**src/rtl/xcvr_pkg.sv**
```systemverilog
`timescale 1ns/1ps
package xcvr_pkg;

    // Operating mode of one direction in the current cycle.
    typedef enum logic [1:0] {
        MODE_PASS    = 2'd0,   // latch-enable high: transparent
        MODE_CAPTURE = 2'd1,   // latch-enable low, capture clock rising
        MODE_HOLD    = 2'd2    // latch-enable low, capture clock static
    } path_mode_e;

    function automatic path_mode_e pick_mode(input logic le, input logic rise);
        if (le)
            return MODE_PASS;
        else if (rise)
            return MODE_CAPTURE;
        else
            return MODE_HOLD;
    endfunction

endpackage

```
**src/rtl/xcvr_edge.sv**
```systemverilog
`timescale 1ns/1ps
module xcvr_edge #(
    parameter bit RESET_LEVEL = 1'b1
) (
    input  logic clk,
    input  logic rst_n,
    input  logic lvl_i,
    output logic rise_o
);

    typedef struct packed {
        logic lvl;
    } edge_st_t;

    edge_st_t st_d, st_q;

    always_comb begin
        st_d     = st_q;
        st_d.lvl = lvl_i;
    end

    always_ff @(posedge clk or negedge rst_n) begin
        if (!rst_n)
            st_q.lvl <= RESET_LEVEL;
        else
            st_q <= st_d;
    end

    assign rise_o = lvl_i & ~st_q.lvl;

    // a detected edge lasts exactly one cycle
    p_rise_single_r3: assert property (@(posedge clk) disable iff (!rst_n)
        rise_o |=> !rise_o)
        else $error("edge detector reported two rises in a row");

endmodule

```
**src/rtl/xcvr_path.sv**
```systemverilog
`timescale 1ns/1ps
module xcvr_path
    import xcvr_pkg::*;
#(
    parameter int WIDTH   = 18,
    parameter bit OE_HIGH = 1'b1
) (
    input  logic             clk,
    input  logic             rst_n,
    input  logic [WIDTH-1:0] din_i,
    input  logic             le_i,
    input  logic             tck_i,
    input  logic             oe_i,
    output logic [WIDTH-1:0] dout_o,
    output logic             en_o
);

    typedef struct packed {
        logic [WIDTH-1:0] held;
    } path_st_t;

    path_st_t   st_d, st_q;
    logic       rise;
    logic       en_raw;
    path_mode_e mode;

    xcvr_edge #(.RESET_LEVEL(1'b1)) u_edge (
        .clk    (clk),
        .rst_n  (rst_n),
        .lvl_i  (tck_i),
        .rise_o (rise)
    );

    always_comb begin
        mode = pick_mode(le_i, rise);
        st_d = st_q;
        case (mode)
            MODE_PASS:    st_d.held = din_i;
            MODE_CAPTURE: st_d.held = din_i;
            default:      st_d.held = st_q.held;
        endcase
    end

    always_ff @(posedge clk or negedge rst_n) begin
        if (!rst_n)
            st_q <= '0;
        else
            st_q <= st_d;
    end

    assign dout_o = (mode == MODE_PASS) ? din_i : st_q.held;

    generate
        if (OE_HIGH) begin : g_oe_high
            assign en_raw = oe_i;
        end else begin : g_oe_low
            assign en_raw = ~oe_i;
        end
    endgenerate

    assign en_o = en_raw & rst_n;

    // a capture edge loads the sampled input
    p_capture_r3: assert property (@(posedge clk) disable iff (!rst_n)
        (!le_i && rise) |=> (dout_o == $past(din_i) || le_i))
        else $error("capture did not load input");

    // no edge and latch closed keeps the value
    p_hold_r4: assert property (@(posedge clk) disable iff (!rst_n)
        (!le_i && !rise) |=> (le_i || $stable(dout_o) || rise))
        else $error("held value changed without an edge");

    // closing the latch freezes the last sampled input
    p_freeze_r7: assert property (@(posedge clk) disable iff (!rst_n)
        ($past(rst_n) && $past(le_i) && !le_i) |-> (dout_o == $past(din_i)))
        else $error("freeze did not keep last transparent value");

endmodule

```
**src/rtl/xcvr_top.sv**
```systemverilog
`timescale 1ns/1ps
module xcvr_top #(
    parameter int WIDTH = 18
) (
    input  logic             clk,
    input  logic             rst_n,
    input  logic [WIDTH-1:0] port_a_i,
    input  logic [WIDTH-1:0] port_b_i,
    input  logic             ab_le_i,
    input  logic             ab_clk_i,
    input  logic             ab_oe_i,
    input  logic             ba_le_i,
    input  logic             ba_clk_i,
    input  logic             ba_oe_n_i,
    output logic [WIDTH-1:0] port_b_o,
    output logic             port_b_drv_o,
    output logic [WIDTH-1:0] port_a_o,
    output logic             port_a_drv_o
);

    localparam int NDIR = 2;   // index 0: A to B, index 1: B to A

    logic [WIDTH-1:0] din  [NDIR];
    logic [WIDTH-1:0] dout [NDIR];
    logic             le   [NDIR];
    logic             tck  [NDIR];
    logic             oe   [NDIR];
    logic             en   [NDIR];

    assign din[0] = port_a_i;
    assign le[0]  = ab_le_i;
    assign tck[0] = ab_clk_i;
    assign oe[0]  = ab_oe_i;
    assign din[1] = port_b_i;
    assign le[1]  = ba_le_i;
    assign tck[1] = ba_clk_i;
    assign oe[1]  = ba_oe_n_i;

    generate
        for (genvar d = 0; d < NDIR; d++) begin : g_dir
            xcvr_path #(
                .WIDTH   (WIDTH),
                .OE_HIGH (d == 0)
            ) u_path (
                .clk    (clk),
                .rst_n  (rst_n),
                .din_i  (din[d]),
                .le_i   (le[d]),
                .tck_i  (tck[d]),
                .oe_i   (oe[d]),
                .dout_o (dout[d]),
                .en_o   (en[d])
            );
        end
    endgenerate

    assign port_b_o     = dout[0];
    assign port_b_drv_o = en[0];
    assign port_a_o     = dout[1];
    assign port_a_drv_o = en[1];

    // both ports released while reset is asserted
    always_comb begin
        if (!rst_n) begin
            p_reset_off_r9: assert (!port_a_drv_o && !port_b_drv_o)
                else $error("port driven during reset");
        end
    end

endmodule

```
**config.mk**
```make
export PLATFORM = sky130hd
export DESIGN_NAME = xcvr_top
export DESIGN_NICKNAME = d
export VERILOG_FILES = /design/src/rtl/xcvr_pkg.sv /design/src/rtl/xcvr_edge.sv /design/src/rtl/xcvr_path.sv /design/src/rtl/xcvr_top.sv
export SDC_FILE = /design/constraint.sdc
export NUM_CORES = 1
export LEC_CHECK = 0
export BUFFER_PORTS_ARGS = -buffer_cell sky130_fd_sc_hd__buf_2
export CAP_MARGIN = 15
export CORE_MARGIN = 8
export CORE_UTILIZATION = 30
export DETAILED_ROUTE_END_ITERATION = 8
export GPL_ROUTABILITY_DRIVEN = 0
export SETUP_SLACK_MARGIN = 0.2
export SYNTH_ARGS = -nofsm -noshare
export SYNTH_HDL_FRONTEND = slang
export SYNTH_SLANG_ARGS = --single-unit
export TNS_END_PERCENT = 1
```
**constraint.sdc**
```tcl
create_clock -name clk -period 1.4 [get_ports clk]
set_input_delay 0.21 -clock clk [delete_from_list [all_inputs] [get_ports clk]]
set_output_delay 0.21 -clock clk [all_outputs]
set_load 0.05 [all_outputs]
```
* Word-level counts from Yosys, hierarchy flattened
Index checks and enable logic that the tools add are counted.
Cells by class: eq/ne operators 2, muxes and demuxes 6, bitwise operators 7, reductions and logical operators 4
Operator list (number):
- $mux 18 | 2
- $mux 2 | 4
- $and 1x1->1 | 4
- $eq 2x1->1 const B | 2
- $logic_not 2->1 | 2
- $reduce_or 2->1 | 2
- $not 1->1 | 3
Storage, ports and cells: bits in registers 38, input bits 44, output and inout port bits 38, logic and storage cells 23

* Depth between registers and ports, before layout
word-level depth 6, mapped depth 4, mapped depth without buffers 3

* Hierarchy
A second synthesis with hierarchy kept.
Second synthesis, totals: cells, all modules 122, area, all modules 1996.9 um^2
Modules (own cells, without submodules):
- xcvr_path | times used 2, cells an instance 59, area each 958.4 um^2, sequential area each 450.4 um^2
- xcvr_edge | times used 2, cells an instance 2, area each 40.0 um^2, sequential area each 26.3 um^2

* Worst setup path before layout
No wires, ideal clock.
kind register to register, start point register g_dir[0].u_path.u_edge.st_q, end point register g_dir[0].u_path.st_q[10] in the netlist's numbering, setup time 0.125 ns, arrival 1.296 ns, required time 1.275 ns, path slack -0.021 ns, cell stages (with the launch flop) 5, path buffers 1, clock period less this slack 1.421 ns, path through dfstp_2 > inv_1 > a21oi_4 > buf_12 > mux2_4
On the way: cells in the longest elaborated chain, start to end 6, elaborated cells between the ends (all ways) 7, those cells by class eq/ne: 1; mux: 2; bitwise: 2; reduce/logical: 2
Ends and longest elaborated chain:
- start, declared | RTL line xcvr_edge.sv:15 | edge_st_t st_d, st_q;
- start signal, assigned | RTL line xcvr_edge.sv:26 | st_q <= st_d;
- $not 1->1 (*) | RTL line xcvr_edge.sv:29 | assign rise_o = lvl_i & ~st_q.lvl;
- $and 1x1->1 (*) | RTL line xcvr_edge.sv:29
- $mux 2 (*) | RTL line xcvr_pkg.sv:14 | else if (rise)
- $mux 2 (*) | RTL line xcvr_pkg.sv:12 | if (le)
- $eq 2x1->1 or $logic_not 2->1 (tied branches) | RTL line xcvr_path.sv:37 | case (mode)
- $reduce_or 2->1 (no source line) (*)
- end signal, assigned | RTL line xcvr_path.sv:48 | st_q <= st_d;
- end, declared | RTL line xcvr_path.sv:22 | path_st_t st_d, st_q;
Mark *: on every way between the ends. The rest lies on a longest branch, timed or not. A chain may end at the register's enable or synchronous reset.

* Final worst setup path
start point register g_dir[0].u_path.u_edge.st_q, end point register g_dir[0].u_path.st_q[2] in the netlist's numbering
Same word-level chain as after synthesis.

==> impl_metrics.ini <==
[logic_synthesis]
ys_types = 11
synth_compound_area_frac = 0.0166
synthSimpleGateAreaFrac = 0.00637
synth_top_family_by_area = multiplexers
synth_xor_area_frac = 0
synthAdderAreaFrac = 0
synthMuxAreaShare = 0.451
synth_nets = 166
syn_area_per_cell_um2 = 16.1
syn_inst = 122
ys_seq_area_frac = 0.485
syn_area_mm2 = 0.00196
synth_seq_cells = 38
yosys_warnings = 0

[timing]
skew_ps = 2.97
fin_crit_sh = 0.974
fin_crit_ps = 1360
fin_ws_ps = 36.0
rsz0062_at_grt = true
finalMaxSlewViolations = 0
hold_violations = 0
tightest_slew_ps = 284
fmax_mhz = 733
setup_viol = 0
fin_setup_tns_ps = 0
whs_ps = 56.1
relSlewSlack = 0.811

[critical_path]
reg2regPathDepth = 4
crit_type = reg2reg
required_ps = 1570
cp-end-kind = flip-flop
worstPathMaxFanout = 8
worst_ep_arrival_time_ps = 1530
crit_path_start_kind = flip-flop

[final_layout]
fin_area_mm2 = 0.00264
antenna_cells = 0
fillCellCount = 610
layout-drive-gt1-share = 0.808
syn2layout_area_growth_pct = 34.4
final_cell_mix = 68 x buf_2, 52 x mux2_2, 36 x dfrtp_1
final_util = 0.416
layout_commonest_cell = buf_2
nNetsFinal = 257

[route]
drtIter0Drc = 38
avgRoutedWirePerCell_um = 15.1
vias = 1274
ant_nets = 0
route.detailed.drc = 0
first_pass_iters = 4
viasPerCell = 4.38
wirelength_mm = 4.39

[clock_network]
clockBufferDepth = 2
clock-sinks = 38
cts_setup_buffers = 0
insertion_delay_ps = 280
htreeDepth = 2
clk_pin_slew_ps = 70
cts_tree = built
cts_buffers = 5
root_buffer = clkbuf_8

[die]
start_util = 0.309
io_pins = 82
design.die.area_mm2 = 0.00939
fp.dieW_um = 96.9
die_y_um = 96.9
row_count = 29
core-area_mm2 = 0.00635

[pwr]
ir_worst_vdd_mv = 0.571
p_leak_nw = 1.26
p_per_area_mw_per_mm2 = 1210

[placement]
dpl_worst_slack_ps = -58.1
dp_hpwl_mm = 3.30
port_buffers = 81
place_area_mm2 = 0.00247

[global_routing]
grt_max_degree = 23
track_usage = 0.0939
grt_antenna_before_repair = 0
grt_pass1_wl_mm = 7.28
gr-total-overflow = 0
grt_pass1_vias = 1408

[flow_run]
drv_cap = 0

[run_status]
status = completed

[hold_path]
worstHoldPathCells = 1
min_path_type = in2reg
through the flow:
step | cells | total power [mW]
6_report | 291 | 3.21
5_1_grt | 291 | 3.37
4_1_cts | 291 | 3.25
3_5_place_dp | 281 | 2.25
3_3_place_gp | 281 | 2.25
2_1_floorplan | 122 | 2.01
repair_timing:
action / in CTS / in global routing
hold buffers: 2 / 0
resized for setup: 2 / 22
endpoints found under the hold margin: 15 / 0
setup endpoints to repair: 72 / 72
pin swaps: 0 / 0
registers in the layout, indices dropped and copies added, names as in the netlist:
signal                    cells
g_dir.u_path.u_edge.st_q      2
g_dir.u_path.st_q            36
path summary, 6_finish.rpt:
check                                            start                           to  slack (ps)
max                        g_dir[0].u_path.u_edge.st_q      g_dir[0].u_path.st_q[2]          40
max in group asynchronous                        rst_n  g_dir[1].u_path.u_edge.st_q         550
min in group asynchronous                        rst_n      g_dir[1].u_path.st_q[1]         500
min                                           ab_clk_i  g_dir[0].u_path.u_edge.st_q          60
max reg2reg                g_dir[0].u_path.u_edge.st_q      g_dir[0].u_path.st_q[2]          40
min reg2reg                    g_dir[1].u_path.st_q[8]      g_dir[1].u_path.st_q[8]         510
layout make-up:
class,instances,area [µm²],area share
Multi-Input combinational cell,76,931,0.353
Clock buffer,7,86.3,0.0327
Inverter,2,7.51,0.00284
Tap cell,77,96.3,0.0365
Timing Repair Buffer,90,536,0.203
Sequential cell,38,953,0.361
Clock inverter,1,30.0,0.0114
where the power goes:
| group | total, mW | internal, mW | switching, mW |
|---|---|---|---|
| sequential | 1.26 | 1.21 | 0.0495 |
| clock | 0.956 | 0.581 | 0.375 |
| combinational | 0.995 | 0.392 | 0.602 |
| total | 3.21 | 2.18 | 1.03 |
cells by family after synthesis:
group / after synthesis
compound gates: 2
flops: 38
simple gates: 2
mux: 72
buf+inv: 8
layer usage:
metal | GRT usage | vias to the layer above | routed length, µm
li1 | - | 619 | -
met1 | 0.110 | 614 | 1940
met2 | 0.159 | 39 | 2220
met3 | 0.0256 | 2 | 196
met4 | 0.0355 | 0 | 35
met5 | 0 | - | 0
synth_stat cells (all sizes together):
library cell,number,area share
a21oi,2,0.017
dfstp,2,0.027
nor2b,1,0.0032
inv,2,0.0038
buf,6,0.037
dfrtp,36,0.46
and2,1,0.0032
mux2,72,0.45
critical path, cell delays in order (launching register included):
cell and delay, ps:
dfstp_2 530, inv_2 40, a21oi_4 200, buf_12 160, mux2_2 320
(Power assumes the default switching activity.)
